### config.mk
export PLATFORM = sky130hd
export DESIGN_NAME = miss_classifier
export DESIGN_NICKNAME = d
export VERILOG_FILES = /design/src/rtl/mcc_pkg.sv /design/src/rtl/mcc_lru_ways.sv /design/src/rtl/mcc_history.sv /design/src/rtl/mcc_cut_store.sv /design/src/rtl/miss_classifier.sv
export SDC_FILE = /design/constraint.sdc
export NUM_CORES = 1
export LEC_CHECK = 0
export BUFFER_PORTS_ARGS = -buffer_cell sky130_fd_sc_hd__buf_2
export CELL_PAD_IN_SITES_DETAIL_PLACEMENT = 1
export CELL_PAD_IN_SITES_GLOBAL_PLACEMENT = 1
export CORE_UTILIZATION = 40
export DETAILED_ROUTE_END_ITERATION = 7
export HOLD_SLACK_MARGIN = 0.1
export PLACE_DENSITY = 0.76
export SYNTH_ARGS = -nofsm -noshare
export SYNTH_HDL_FRONTEND = slang
export SYNTH_SLANG_ARGS = --single-unit
### constraint.sdc
create_clock -name clk -period 3.13 [get_ports clk]
set_input_delay 0.1565 -clock clk [delete_from_list [all_inputs] [get_ports clk]]
set_output_delay 0.1565 -clock clk [all_outputs]
set_load 0.02 [all_outputs]
### src/rtl/mcc_pkg.sv
package mcc_pkg;
    typedef enum logic [1:0] {
        CODE_HIT  = 2'b00,
        CODE_COLD = 2'b01,
        CODE_CONF = 2'b10,
        CODE_CAP  = 2'b11
    } acc_code_e;
endpackage

### src/rtl/mcc_lru_ways.sv
// One group of WAYS entries with true LRU ordering kept as distinct ages.
module mcc_lru_ways #(
    parameter int WAYS  = 2,
    parameter int TAG_W = 8
) (
    input  logic             clk,
    input  logic             rst_n,
    input  logic             upd_i,
    input  logic [TAG_W-1:0] tag_i,
    output logic             hit_o
);
    localparam int AGE_W = (WAYS > 1) ? $clog2(WAYS) : 1;

    typedef struct packed {
        logic [WAYS-1:0]            vld;
        logic [WAYS-1:0][TAG_W-1:0] tag;
        logic [WAYS-1:0][AGE_W-1:0] age;
    } way_state_t;

    way_state_t      st_q, st_d;
    logic [WAYS-1:0] match;
    logic [AGE_W-1:0] hit_idx, inv_idx, old_idx, touch;
    logic            any_inv;

    always_comb begin
        hit_idx = '0;
        inv_idx = '0;
        old_idx = '0;
        any_inv = 1'b0;
        for (int w = WAYS - 1; w >= 0; w--) begin
            match[w] = st_q.vld[w] && (st_q.tag[w] == tag_i);
            if (match[w]) hit_idx = AGE_W'(w);
            if (!st_q.vld[w]) begin
                inv_idx = AGE_W'(w);
                any_inv = 1'b1;
            end
            if (st_q.age[w] == AGE_W'(WAYS - 1)) old_idx = AGE_W'(w);
        end
        hit_o = |match;
        touch = hit_o ? hit_idx : (any_inv ? inv_idx : old_idx);

        st_d = st_q;
        if (upd_i) begin
            for (int w = 0; w < WAYS; w++) begin
                if (st_q.age[w] < st_q.age[touch]) st_d.age[w] = st_q.age[w] + AGE_W'(1);
            end
            st_d.age[touch] = '0;
            st_d.vld[touch] = 1'b1;
            st_d.tag[touch] = tag_i;
        end
    end

    always_ff @(posedge clk) begin
        if (!rst_n) begin
            st_q.vld <= '0;
            st_q.tag <= '0;
            for (int w = 0; w < WAYS; w++) st_q.age[w] <= AGE_W'(w);
        end else begin
            st_q <= st_d;
        end
    end

    // LRU fill never leaves two entries with the same tag
    assert_single_match_R9: assert property (@(posedge clk) disable iff (!rst_n)
        $onehot0(match));
endmodule

### src/rtl/mcc_history.sv
// Bounded first-touch record of block numbers.
module mcc_history #(
    parameter int BLK_W = 8,
    parameter int DEPTH = 16
) (
    input  logic             clk,
    input  logic             rst_n,
    input  logic             upd_i,
    input  logic [BLK_W-1:0] blk_i,
    output logic             seen_o,
    output logic             full_o
);
    localparam int CNT_W = $clog2(DEPTH + 1);

    typedef struct packed {
        logic [DEPTH-1:0][BLK_W-1:0] ent;
        logic [CNT_W-1:0]            cnt;
    } hist_state_t;

    hist_state_t st_q, st_d;

    always_comb begin
        seen_o = 1'b0;
        for (int i = 0; i < DEPTH; i++) begin
            if ((CNT_W'(i) < st_q.cnt) && (st_q.ent[i] == blk_i)) seen_o = 1'b1;
        end
        full_o = (st_q.cnt == CNT_W'(DEPTH));

        st_d = st_q;
        if (upd_i && !seen_o && !full_o) begin
            for (int i = 0; i < DEPTH; i++) begin
                if (CNT_W'(i) == st_q.cnt) st_d.ent[i] = blk_i;
            end
            st_d.cnt = st_q.cnt + CNT_W'(1);
        end
    end

    always_ff @(posedge clk) begin
        if (!rst_n) st_q <= '0;
        else        st_q <= st_d;
    end

    assert_full_sticky_R8: assert property (@(posedge clk) disable iff (!rst_n)
        full_o |=> full_o);
    assert_cnt_bound_R8: assert property (@(posedge clk) disable iff (!rst_n)
        st_q.cnt <= CNT_W'(DEPTH));
endmodule

### src/rtl/mcc_cut_store.sv
// Tag store of the cache under test: NUM_SETS groups of WAYS entries.
module mcc_cut_store #(
    parameter int BLK_W      = 8,
    parameter int NUM_BLOCKS = 4,
    parameter int WAYS       = 1
) (
    input  logic             clk,
    input  logic             rst_n,
    input  logic             upd_i,
    input  logic [BLK_W-1:0] blk_i,
    output logic             hit_o
);
    localparam int NUM_SETS = NUM_BLOCKS / WAYS;
    localparam int SET_BITS = $clog2(NUM_SETS);
    localparam int TAG_W    = BLK_W - SET_BITS;
    localparam int SEL_W    = (SET_BITS > 0) ? SET_BITS : 1;

    logic [BLK_W-1:0]    quot;
    logic [TAG_W-1:0]    tag;
    logic [SEL_W-1:0]    set_sel;
    logic [NUM_SETS-1:0] set_hit;

    always_comb begin
        quot    = blk_i / BLK_W'(NUM_SETS);
        tag     = quot[TAG_W-1:0];
        set_sel = SEL_W'(blk_i % BLK_W'(NUM_SETS));
        hit_o   = set_hit[set_sel];
    end

    for (genvar s = 0; s < NUM_SETS; s++) begin : g_set
        mcc_lru_ways #(.WAYS(WAYS), .TAG_W(TAG_W)) u_set (
            .clk   (clk),
            .rst_n (rst_n),
            .upd_i (upd_i && (set_sel == SEL_W'(s))),
            .tag_i (tag),
            .hit_o (set_hit[s])
        );
    end
endmodule

### src/rtl/miss_classifier.sv
module miss_classifier
    import mcc_pkg::*;
#(
    parameter int BLK_W      = 8,
    parameter int NUM_BLOCKS = 4,
    parameter int WAYS       = 1,
    parameter int HIST_DEPTH = 16,
    parameter int CNT_W      = 16
) (
    input  logic             clk,
    input  logic             rst_n,
    input  logic             acc_vld_i,
    input  logic [BLK_W-1:0] acc_blk_i,
    output logic             res_vld_o,
    output logic [1:0]       res_code_o,
    output logic [CNT_W-1:0] n_hit_o,
    output logic [CNT_W-1:0] n_cold_o,
    output logic [CNT_W-1:0] n_conf_o,
    output logic [CNT_W-1:0] n_cap_o,
    output logic             hist_full_o
);
    typedef struct packed {
        logic             vld;
        acc_code_e        code;
        logic [CNT_W-1:0] n_hit;
        logic [CNT_W-1:0] n_cold;
        logic [CNT_W-1:0] n_conf;
        logic [CNT_W-1:0] n_cap;
    } top_state_t;

    top_state_t st_q, st_d;
    logic       cut_hit, fa_hit, seen;
    acc_code_e  code;

    mcc_cut_store #(.BLK_W(BLK_W), .NUM_BLOCKS(NUM_BLOCKS), .WAYS(WAYS)) u_cut (
        .clk(clk), .rst_n(rst_n), .upd_i(acc_vld_i), .blk_i(acc_blk_i), .hit_o(cut_hit)
    );

    mcc_lru_ways #(.WAYS(NUM_BLOCKS), .TAG_W(BLK_W)) u_shadow (
        .clk(clk), .rst_n(rst_n), .upd_i(acc_vld_i), .tag_i(acc_blk_i), .hit_o(fa_hit)
    );

    mcc_history #(.BLK_W(BLK_W), .DEPTH(HIST_DEPTH)) u_hist (
        .clk(clk), .rst_n(rst_n), .upd_i(acc_vld_i), .blk_i(acc_blk_i),
        .seen_o(seen), .full_o(hist_full_o)
    );

    always_comb begin
        if (cut_hit)                     code = CODE_HIT;
        else if (!seen && !hist_full_o)  code = CODE_COLD;
        else if (fa_hit)                 code = CODE_CONF;
        else                             code = CODE_CAP;

        st_d      = st_q;
        st_d.vld  = acc_vld_i;
        st_d.code = acc_vld_i ? code : CODE_HIT;
        if (acc_vld_i) begin
            unique case (code)
                CODE_HIT:  st_d.n_hit  = st_q.n_hit  + CNT_W'(1);
                CODE_COLD: st_d.n_cold = st_q.n_cold + CNT_W'(1);
                CODE_CONF: st_d.n_conf = st_q.n_conf + CNT_W'(1);
                CODE_CAP:  st_d.n_cap  = st_q.n_cap  + CNT_W'(1);
            endcase
        end
    end

    always_ff @(posedge clk) begin
        if (!rst_n) st_q <= '0;
        else        st_q <= st_d;
    end

    assign res_vld_o  = st_q.vld;
    assign res_code_o = st_q.code;
    assign n_hit_o    = st_q.n_hit;
    assign n_cold_o   = st_q.n_cold;
    assign n_conf_o   = st_q.n_conf;
    assign n_cap_o    = st_q.n_cap;

    assert_result_follows_R1: assert property (@(posedge clk) disable iff (!rst_n)
        acc_vld_i |=> res_vld_o);
    assert_no_spurious_R1: assert property (@(posedge clk) disable iff (!rst_n)
        !acc_vld_i |=> !res_vld_o);
    assert_idle_code_R2: assert property (@(posedge clk) disable iff (!rst_n)
        !res_vld_o |-> (res_code_o == 2'b00));
    assert_counters_hold_R7: assert property (@(posedge clk) disable iff (!rst_n)
        !acc_vld_i |=> ($stable(n_hit_o) && $stable(n_cold_o) && $stable(n_conf_o) && $stable(n_cap_o)));
    assert_first_touch_cold_R3: assert property (@(posedge clk) disable iff (!rst_n)
        (acc_vld_i && !cut_hit && !seen && !hist_full_o) |=> (res_code_o == 2'b01));
    assert_set_hit_R10: assert property (@(posedge clk) disable iff (!rst_n)
        (acc_vld_i && cut_hit) |=> (res_code_o == 2'b00));
    assert_no_cold_when_full_R8: assert property (@(posedge clk) disable iff (!rst_n)
        hist_full_o |=> (res_code_o != 2'b01));
endmodule

# After elaboration in Yosys (flattened, before gate mapping)
# Cells that the tools add are included.
[totals]
ff_bits = 272
inputBits = 11
output_inout_bits = 68
elab_cells = 240
[classes]
add_sub_neg = 9
magnitude_cmp = 23
n_eq_ne = 50
mux = 56
n_bitwise = 3
n_reduce_logical = 59
[ops]
columns = ["operator", "n"]
rows = [
  ["8-bit == test", 20],
  ["16-bit by 1-bit adder with 16-bit output (second input constant)", 4],
  ["2-bit 2-to-1 mux", 26],
  ["2-bit AND reduction", 21],
  ["4-bit by 5-bit == test with 1-bit output (first input constant)", 8],
  ["4-bit by 5-bit < comparator with 1-bit output (first input constant)", 8],
  ["32-bit bitwise mux", 1],
  ["1-bit logical AND", 32],
  ["6-bit == test", 4],
  ["1-bit 2-to-1 mux", 23],
  ["3-bit by 5-bit == test with 1-bit output (first input constant)", 4],
  ["3-bit by 5-bit < comparator with 1-bit output (first input constant)", 4],
  ["8-bit demux with 2-bit select", 1],
  ["2-bit == test (second input constant)", 8],
  ["2-bit by 5-bit == test with 1-bit output (first input constant)", 2],
  ["1-bit by 5-bit < comparator with 1-bit output (first input constant)", 2],
  ["2-bit by 5-bit < comparator with 1-bit output (first input constant)", 2],
  ["2-bit by 1-bit adder with 2-bit output (second input constant)", 4],
  ["8-bit bitwise AND", 1],
  ["2-bit < comparator", 4],
  ["8-bit 2-to-1 mux", 1],
  ["8-bit NOT", 1],
  ["2-bit by 3-bit < comparator with 1-bit output (second input constant)", 2],
  ["5-bit by 1-bit adder with 5-bit output (second input constant)", 1],
  ["other kinds (13)", 16],
]

# Depth between registers and ports, before layout
# Gate-level depths: netlist of run 1.
[logic_depth]
word_depth = 24
ltp_mapped = 17
mapped_depth_nobuf = 14

# Cells and area by module
# A second synthesis of run 1 with hierarchy kept.
[hier_totals]
hier_cells = 1446
hier_area_um2 = 13862.0
[modules_own_cells]
columns = ["mod", "instances", "cells_each", "area_each_um2", "seq_area_each_um2"]
rows = [
  ["mcc_history", 1, 715, 6772.7, 2662.6],
  ["miss_classifier", 1, 342, 3042.9, 1341.3],
  ["mcc_lru_ways at u_shadow", 1, 268, 2692.6, 880.8],
  ["mcc_lru_ways at u_cut.g_set[0].u_set ...", 4, 29, 324.1, 140.1],
  ["mcc_cut_store", 1, 5, 57.6, 0.0],
]

# Least setup slack after synthesis of run 1
# Ideal clock, no wire load.
[synth_path]
kind = "in2reg"
from = "in acc_blk_i[6]"
to = "reg u_shadow.st_q[6] (netlist name)"
setup_ps = 122
arrival_ps = 3144
t_required_ps = 3008
path_slack_ps = -136
cell_stages = 15
path_cell_list = "buf_4 -> buf_4 -> xnor2_1 -> nand3_1 -> nor4_2 -> a311oi_1 -> or2_2 -> clkbuf_1 -> nand2_1 -> nand2_1 -> o21ai_0 -> ha_1 -> or2_2 -> and3_1 -> a311o_1"
[synth_between]
elab_chain_cells = 13
[synth_lines]
columns = ["item", "line_no", "rtl"]
rows = [
  ["start, declared", "miss_classifier.sv:13", "input logic [BLK_W-1:0] acc_blk_i,"],
  ["8-bit == test", "mcc_lru_ways.sv:31", "match[w] = st_q.vld[w] && (st_q.tag[w] == tag_i);"],
  ["1-bit logical AND", "mcc_lru_ways.sv:31", ""],
  ["2-bit 2-to-1 mux (4 in a row)", "mcc_lru_ways.sv:32", "if (match[w]) hit_idx = AGE_W'(w);"],
  ["2-bit 2-to-1 mux *", "mcc_lru_ways.sv:40", "touch = hit_o ? hit_idx : (any_inv ? inv_idx : old_idx);"],
  ["2-bit binary-select mux with 2-bit select, or another cell as far along", "mcc_lru_ways.sv:45", "if (st_q.age[w] < st_q.age[touch]) st_d.age[w] = st_q.age[w] + AGE_W'(1);"],
  ["2-bit 2-to-1 mux (implied by the code) or 1-bit logical AND (tied branches)", "mcc_lru_ways.sv:45, mcc_lru_ways.sv:47", ""],
  ["2-bit < comparator or 2-bit 2-to-1 mux (tied branches)", "mcc_lru_ways.sv:45, mcc_lru_ways.sv:47", ""],
  ["2-bit 2-to-1 mux or 2-bit demux with 2-bit select (tied branches)", "n/a", ""],
  ["2-bit 2-to-1 mux or 8-bit NOT (tied branches)", "n/a", ""],
  ["8-bit bitwise AND (no source line) *", "n/a", ""],
  ["end signal, assigned", "mcc_lru_ways.sv:59", "st_q <= st_d;"],
  ["end, declared", "mcc_lru_ways.sv:20", "way_state_t st_q, st_d;"],
]
# Mark *: on every way between the ends. The rest lies on a longest branch, timed or not. The select of a mux whose other input is x is not followed.
# A chain may end at the register's enable or synchronous reset.

# Worst setup path in the final report of run 1
[layout_path]
from = "in acc_blk_i[4]"
to = "reg u_shadow.st_q[2] (netlist name)"
# The elaborated chain is that of the path after synthesis.

==> results.json, run 1 <==
{
  "hold_class": "input pin to register",
  "overflow": 0,
  "placed_area_um2": 15000,
  "port_buffers": 78,
  "synth_area_per_cell_um2": 9.27,
  "p_per_area_nw_per_um2": 489,
  "cp.arrival_ns": 3.43,
  "layout.cells.most_common": "dfxtp_1",
  "synth_top_area_share_pct": 39.8,
  "synth.area.top_cells": "dfxtp_1 40%, mux2i_1 15%, xnor2_1 10%",
  "run_status": "completed",
  "wire_per_inst_um": 18.4,
  "final_cell_area_um2": 16100,
  "dr.pass1.iters": 4,
  "finalSetupViolCount": 0,
  "htreeDepth": 1,
  "clk_latency_ns": 0.55,
  "antenna_cells": 0,
  "grt_antenna_before_repair": 0,
  "fin_util_pct": 47.9,
  "grt_use_total_pct": 21.4,
  "cellLeakagePower_nw": 6.84,
  "relSlewSlack_pct": 33.3,
  "crit_required_ns": 3.57,
  "ir_worst_vdd_mv": 0.393,
  "syn_to_final_growth_pct": 17.7,
  "fp.dieH_um": 187,
  "cts_buffers": 30,
  "synth_ff_type": "dfxtp_1",
  "clk_pin_slew_ns": 0.06,
  "syn_inst": 1474,
  "grt_pass1_wl_um": 61300,
  "place_hpwl_um": 26200,
  "rsz0062_at_grt": "yes",
  "io-pin-count": 79,
  "cts_buffer_depth": 3,
  "die_area_um2": 34900,
  "die_w_um": 187,
  "worstPathMaxFanout": 16,
  "clock.fmax_mhz": 334,
  "finalHoldViolations": 0,
  "fin_skew_ns": 0.00792,
  "ys_types": 67,
  "mostFrequentLayoutCells": "272 x dfxtp_1, 206 x mux2i_1, 191 x nand2_1",
  "viasPerCell": 5.30,
  "nFillCells": 3850,
  "ant_nets": 0,
  "ys_seq_area_share_pct": 39.8,
  "maxCapViolations": 0,
  "final.min_clock_period_ns": 2.99,
  "slew_viol_final": 0,
  "place_congestion": 0.824,
  "drive_gt1_share_pct": 15.5,
  "cts_root_buf": "clkbuf_16",
  "synthArstFlopShare_pct": 0,
  "finalPower_mw": 7.87,
  "ys_seq_elements": 272,
  "grt_max_degree": 125,
  "crit_type": "input pin to register",
  "start_kind": "input pin",
  "start_util_pct": 40.7,
  "grt_pass1_vias": 11496,
  "worst_pin_slew_ns": 0.998,
  "drt_iter0_drc": 571,
  "finalWirelength_um": 37900,
  "route.detailed.drc": 0,
  "nets": 1610,
  "netlist_area_um2": 13700,
  "vias": 10882,
  "cts_sinks": 272,
  "cts_tree": "yes",
  "synth_edf_count": 0,
  "min_period_over_period_pct": 95.6,
  "synth_nets": 1500,
  "tns_ns": 0,
  "core_um2": 33600,
  "yosys_warnings": 0,
  "post-synth-top-area-cell": "dfxtp_1",
  "rows": 67,
  "critPathCaptureType": "register",
  "dp_slack_ns": -0.0683,
  "worst_slack_ns": 0.139
}
-- final timing paths --
path | depth (start not counted) | start | slack [ns] | end
hold reg to reg | 2 | u_cut.g_set[1].u_set.st_q[7] | 0.46 | u_cut.g_set[1].u_set.st_q[7]
hold / removal | 4 | acc_blk_i[3] | 0.22 | u_cut.g_set[2].u_set.st_q[2]
setup / recovery | 18 | acc_blk_i[4] | 0.14 | u_shadow.st_q[2]
setup reg to reg | 14 | u_shadow.st_q[7] | 0.15 | u_shadow.st_q[2]
-- timing repair --
action                                  4_1_cts  5_1_grt
hold endpoints to repair                     42        0
gates resized for setup                       0       14
endpoints found under the setup margin        0       29
hold buffers                                  9        0
setup buffers                                 0        2
-- registers in the layout, summed over array words and instances, names as in the netlist, 2 cells and up --
name	flops
n_cap_o	16
n_cold_o	16
n_conf_o	16
n_hit_o	16
res_code_o	2
u_cut.g_set.u_set.st_q	28
u_hist.st_q	133
u_shadow.st_q	44
-- area by class of cell --
type | instances | area [µm²] | area share, %
Clock buffer | 51 | 941 | 5.85
Clock inverter | 3 | 15.0 | 0.0933
Inverter | 24 | 91.3 | 0.568
Multi-Input combinational cell | 1077 | 7650 | 47.5
Sequential cell | 272 | 5450 | 33.8
Tap cell | 448 | 561 | 3.48
Timing Repair Buffer | 179 | 1390 | 8.65
-- kinds of logic (layout without fill, tap and decap cells) --
family	count (synthesis)	after routing	synth area share [%]
XOR/XNOR	211	211	13.5
adder cells (fa/ha/maj)	15	15	1.37
AND/OR/NAND/NOR	532	532	20.2
buffers and inverters	125	257	4.61
AO/OA/AOI/OAI	113	113	5.35
flip-flops	272	272	39.8
multiplexers	206	206	15.1
-- routing by layer --
layer | up-vias | global-route usage [%] | share of wire, %
met2 | 175 | 37.3 | 48
met5 | - | 0 | 0
met3 | 53 | 2.42 | 3.2
met1 | 5375 | 28.0 | 47
li1 | 5279 | - | -
met4 | 0 | 5.26 | 2.1
-- cells in the mapped netlist (all sizes together), types with 2 or more instances --
| cell type | count |
|---|---|
| nor2b | 5 |
| nor3 | 16 |
| o21ai | 17 |
| buf | 48 |
| or3 | 11 |
| a21o | 2 |
| nand3b | 5 |
| and3 | 13 |
| a311o | 2 |
| mux2i | 206 |
| a21oi | 38 |
| o31ai | 9 |
| nor3b | 3 |
| dfxtp | 272 |
| a211oi | 3 |
| nor4 | 25 |
| ha | 15 |
| or2 | 2 |
| nor4b | 3 |
| o21a | 7 |
| o311ai | 3 |
| o211ai | 9 |
| nor2 | 112 |
| o2111ai | 3 |
| or3b | 2 |
| o22ai | 2 |
| nand4 | 39 |
| or4 | 9 |
| clkbuf | 53 |
| nand2 | 192 |
| o221ai | 2 |
| nand3 | 55 |
| and2 | 10 |
| inv | 23 |
| o41ai | 3 |
| and4 | 7 |
| xor2 | 55 |
| xnor2 | 156 |
| a31oi | 7 |
| nand2b | 17 |
| nand4b | 2 |
-- where the power goes --
group          internal (mW)  switching [mW]
Sequential              3.53          0.0590
Clock                   2.02            1.42
Combinational          0.350           0.483
Total                   5.90            1.97
-- critical path: stages --
cell           delay [ns]
dlygate4sd3_1        0.53
buf_2                0.13
buf_12               0.15
xnor2_1              0.23
nand4_1              0.22
nor4_4               0.22
a311oi_1             0.11
nor2_1               0.13
buf_4                0.18
nand2_1              0.07
nand3_1              0.09
o21ai_2              0.07
buf_4                0.14
ha_1                 0.19
nand2b_1             0.18
nor2_2               0.12
and3b_1              0.18
a311o_1              0.31
-- metrics by stage --
step,hold slack [ns],std cells
floorplan,0.393,1474
global route,0.243,2054
global placement,0.433,1989
detailed placement,0.452,1989
CTS,0.192,2052
finish,0.219,2054
No activity file was read; power rests on OpenSTA's default activity.
==> run 2: changes to the inputs <==
PLACE_DENSITY = 0.79   (was 0.76)
==> results.json, run 2 (synthesis gave the netlist of run 1 again) <==
{
  "run_status": "completed",
  "grt_use_total_pct": 22.4,
  "ant_nets": 0,
  "dr.pass1.iters": 5,
  "maxCapViolations": 0,
  "io-pin-count": 79,
  "die_area_um2": 34900,
  "grt_max_degree": 89,
  "cts_buffer_depth": 3,
  "nFillCells": 3801,
  "top_register": "u_hist.st_q",
  "p_per_area_nw_per_um2": 524,
  "r2r_cells": 15,
  "route.detailed.drc": 0,
  "power_frac_clock_pct": 47.5,
  "wire_per_inst_um": 19.4,
  "crit_required_ns": 3.57,
  "port_buffers": 78,
  "relSlewSlack_pct": 24.3,
  "rrSetupSlack_ns": 0.17,
  "comb_power_share_pct": 9.7,
  "cp.arrival_ns": 3.40,
  "finalWirelength_um": 39600,
  "tns_ns": 0,
  "worstPathMaxFanout": 9,
  "p_switching_mw": 2.08,
  "slowest_stage": "dlygate4sd3_1",
  "layout.cells.most_common": "dfxtp_1",
  "fin_cells": 2035,
  "cts_tree": "yes",
  "antenna_cells": 0,
  "crit_type": "input pin to register",
  "p_int_mw": 6.31,
  "core_um2": 33600,
  "drive_gt1_share_pct": 15.2,
  "fin_skew_ns": 0.0219,
  "viasPerCell": 5.43,
  "start_kind": "input pin",
  "seqPwrFrac_pct": 42.8,
  "crit_top_cell": "buf_4",
  "whs_endpoint": "u_shadow.st_q[13]",
  "numPlacedInstances": 1966,
  "place_hpwl_um": 26100,
  "mostFrequentLayoutCells": "269 x dfxtp_1, 206 x mux2i_1, 192 x nand2_1",
  "clock.fmax_mhz": 338,
  "r2r-end": "u_shadow.st_q[2]",
  "cts_buffers": 31,
  "cts_sinks": 272,
  "finalHoldViolations": 0,
  "crit_start": "acc_blk_i[0]",
  "overflow": 0,
  "die_w_um": 187,
  "netSwitchingFraction_pct": 24.8,
  "worstHoldStart": "acc_blk_i[5]",
  "place_congestion": 0.826,
  "cts_root_buf": "clkbuf_16",
  "crit-reg2reg-launch": "u_shadow.st_q[16]",
  "final.min_clock_period_ns": 2.96,
  "whs_ns": 0.130,
  "largest_reg_flops": 133,
  "worst-path-buf-inv": 5,
  "drt_iter0_drc": 537,
  "grt_antenna_before_repair": 0,
  "htreeDepth": 1,
  "critical-path-max-stage-delay_ns": 0.59,
  "syn_to_final_growth_pct": 17.1,
  "grt_pass1_vias": 11645,
  "nets": 1589,
  "hold_class": "input pin to register",
  "vias": 11055,
  "worst_pin_slew_ns": 1.12,
  "cellLeakagePower_nw": 6.79,
  "top_regs": "u_hist.st_q: 133 flops, u_shadow.st_q: 44 flops, u_cut.g_set.u_set.st_q: 28 flops",
  "grt_pass1_wl_um": 63800,
  "finalSetupViolCount": 0,
  "cp_cell_sequence": "dlygate4sd3_1 > buf_6 > xnor2_2 > nand4_1 > nor4_2 > buf_4 > buf_4 > nand2_1 > and2_1 > nand3_1 > o21ai_1 > buf_4 > ha_1 > nand2b_1 > nor2_2 > and3b_1 > a311o_1",
  "min_period_over_period_pct": 94.7,
  "ir_worst_vdd_mv": 0.401,
  "start_util_pct": 40.7,
  "critPathCaptureType": "register",
  "fp.dieH_um": 187,
  "rows": 67,
  "clk_latency_ns": 0.57,
  "clk_pin_slew_ns": 0.06,
  "slew_viol_final": 0,
  "path_delay_family": "simple AND/OR/NAND/NOR gates",
  "whs_path_depth": 4
}
[run 2: changes by cell type in the layout (fill, tap and decap cells not counted), moves of 3 or more]
cell / before / now
dfxtp_1: 272 / 269
buf_4: 76 / 68
dfxtp_2: 0 / 3
clkbuf_1: 11 / 2
xnor2_1: 156 / 153
buf_12: 17 / 7
bufinv_16: 0 / 5
xnor2_2: 0 / 3
[run 2: routing by layer]
metal  GRT usage (%)  vias to the layer above  wire, µm
met1            29.1                     5536     17900
met3            2.76                       57      1380
li1                -                     5246         -
met4            5.71                        0       792
met2            39.3                      216     19500
met5               0                        -         0
[run 2: power by group through the flow]
stage	Combinational (mW)	Sequential, mW	Clock (mW)
3_3_place_gp	0.756	3.66	0
4_1_cts	0.803	3.59	4.04
3_5_place_dp	0.783	3.66	0
6_report	0.815	3.59	3.98
5_1_grt	0.881	3.60	4.18
2_1_floorplan	0.566	3.65	0
[run 2: worst max-delay path by stage]
stage | endpoint | slack, ns | cells past startpoint
floorplan | u_shadow.st_q[6] | 0.03 | 15
global placement | n_conf_o[7] | 0.18 | 9
detailed placement | n_conf_o[6] | 0.05 | 9
CTS | u_shadow.st_q[2] | 0.03 | 17
global route | u_shadow.st_q[2] | -0.04 | 17
finish | u_shadow.st_q[2] | 0.17 | 17
[run 2: final cells by class]
type                       count  area [µm²]  share of cell area (%)
tap                          448         561                    3.50
multi-input combinational   1077        7670                    47.9
clock buffer                  43         921                    5.75
sequential                   272        5450                    34.0
timing repair buffer         157        1110                    6.92
clock inverter                14         205                    1.28
inverter                      24        92.6                   0.578
[run 2: worst register-to-register path: cells and delay by family (launching register included)]
family | cells | cell delay [ns]
and+or+nand+nor | 8 | 1.28
DFF | 1 | 0.39
AOI/OAI and AO/OA | 2 | 0.40
buffers and inverters | 3 | 0.46
xor gates and xnor gates | 1 | 0.13
adders and majority gates | 1 | 0.18
[run 2: through the flow]
step	utilization, %	power (mW)	setup WS, ns	area [µm²]
3_5_place_dp	43.7	4.45	0.0497	14700
3_3_place_gp	43.7	4.42	0.179	14700
2_1_floorplan	-	4.22	0.0331	13700
6_report	47.6	8.39	0.167	16000
5_1_grt	47.6	8.65	-0.0405	16000
4_1_cts	47.3	8.43	0.0254	15900
[run 2: timing repair]
| item | CTS | global route |
|---|---|---|
| buffers inserted | 0 | 4 |
| gates resized for setup | 0 | 24 |
| setup endpoints to repair | 0 | 80 |
| endpoints found under the hold margin | 31 | 0 |
| hold buffers | 8 | 0 |
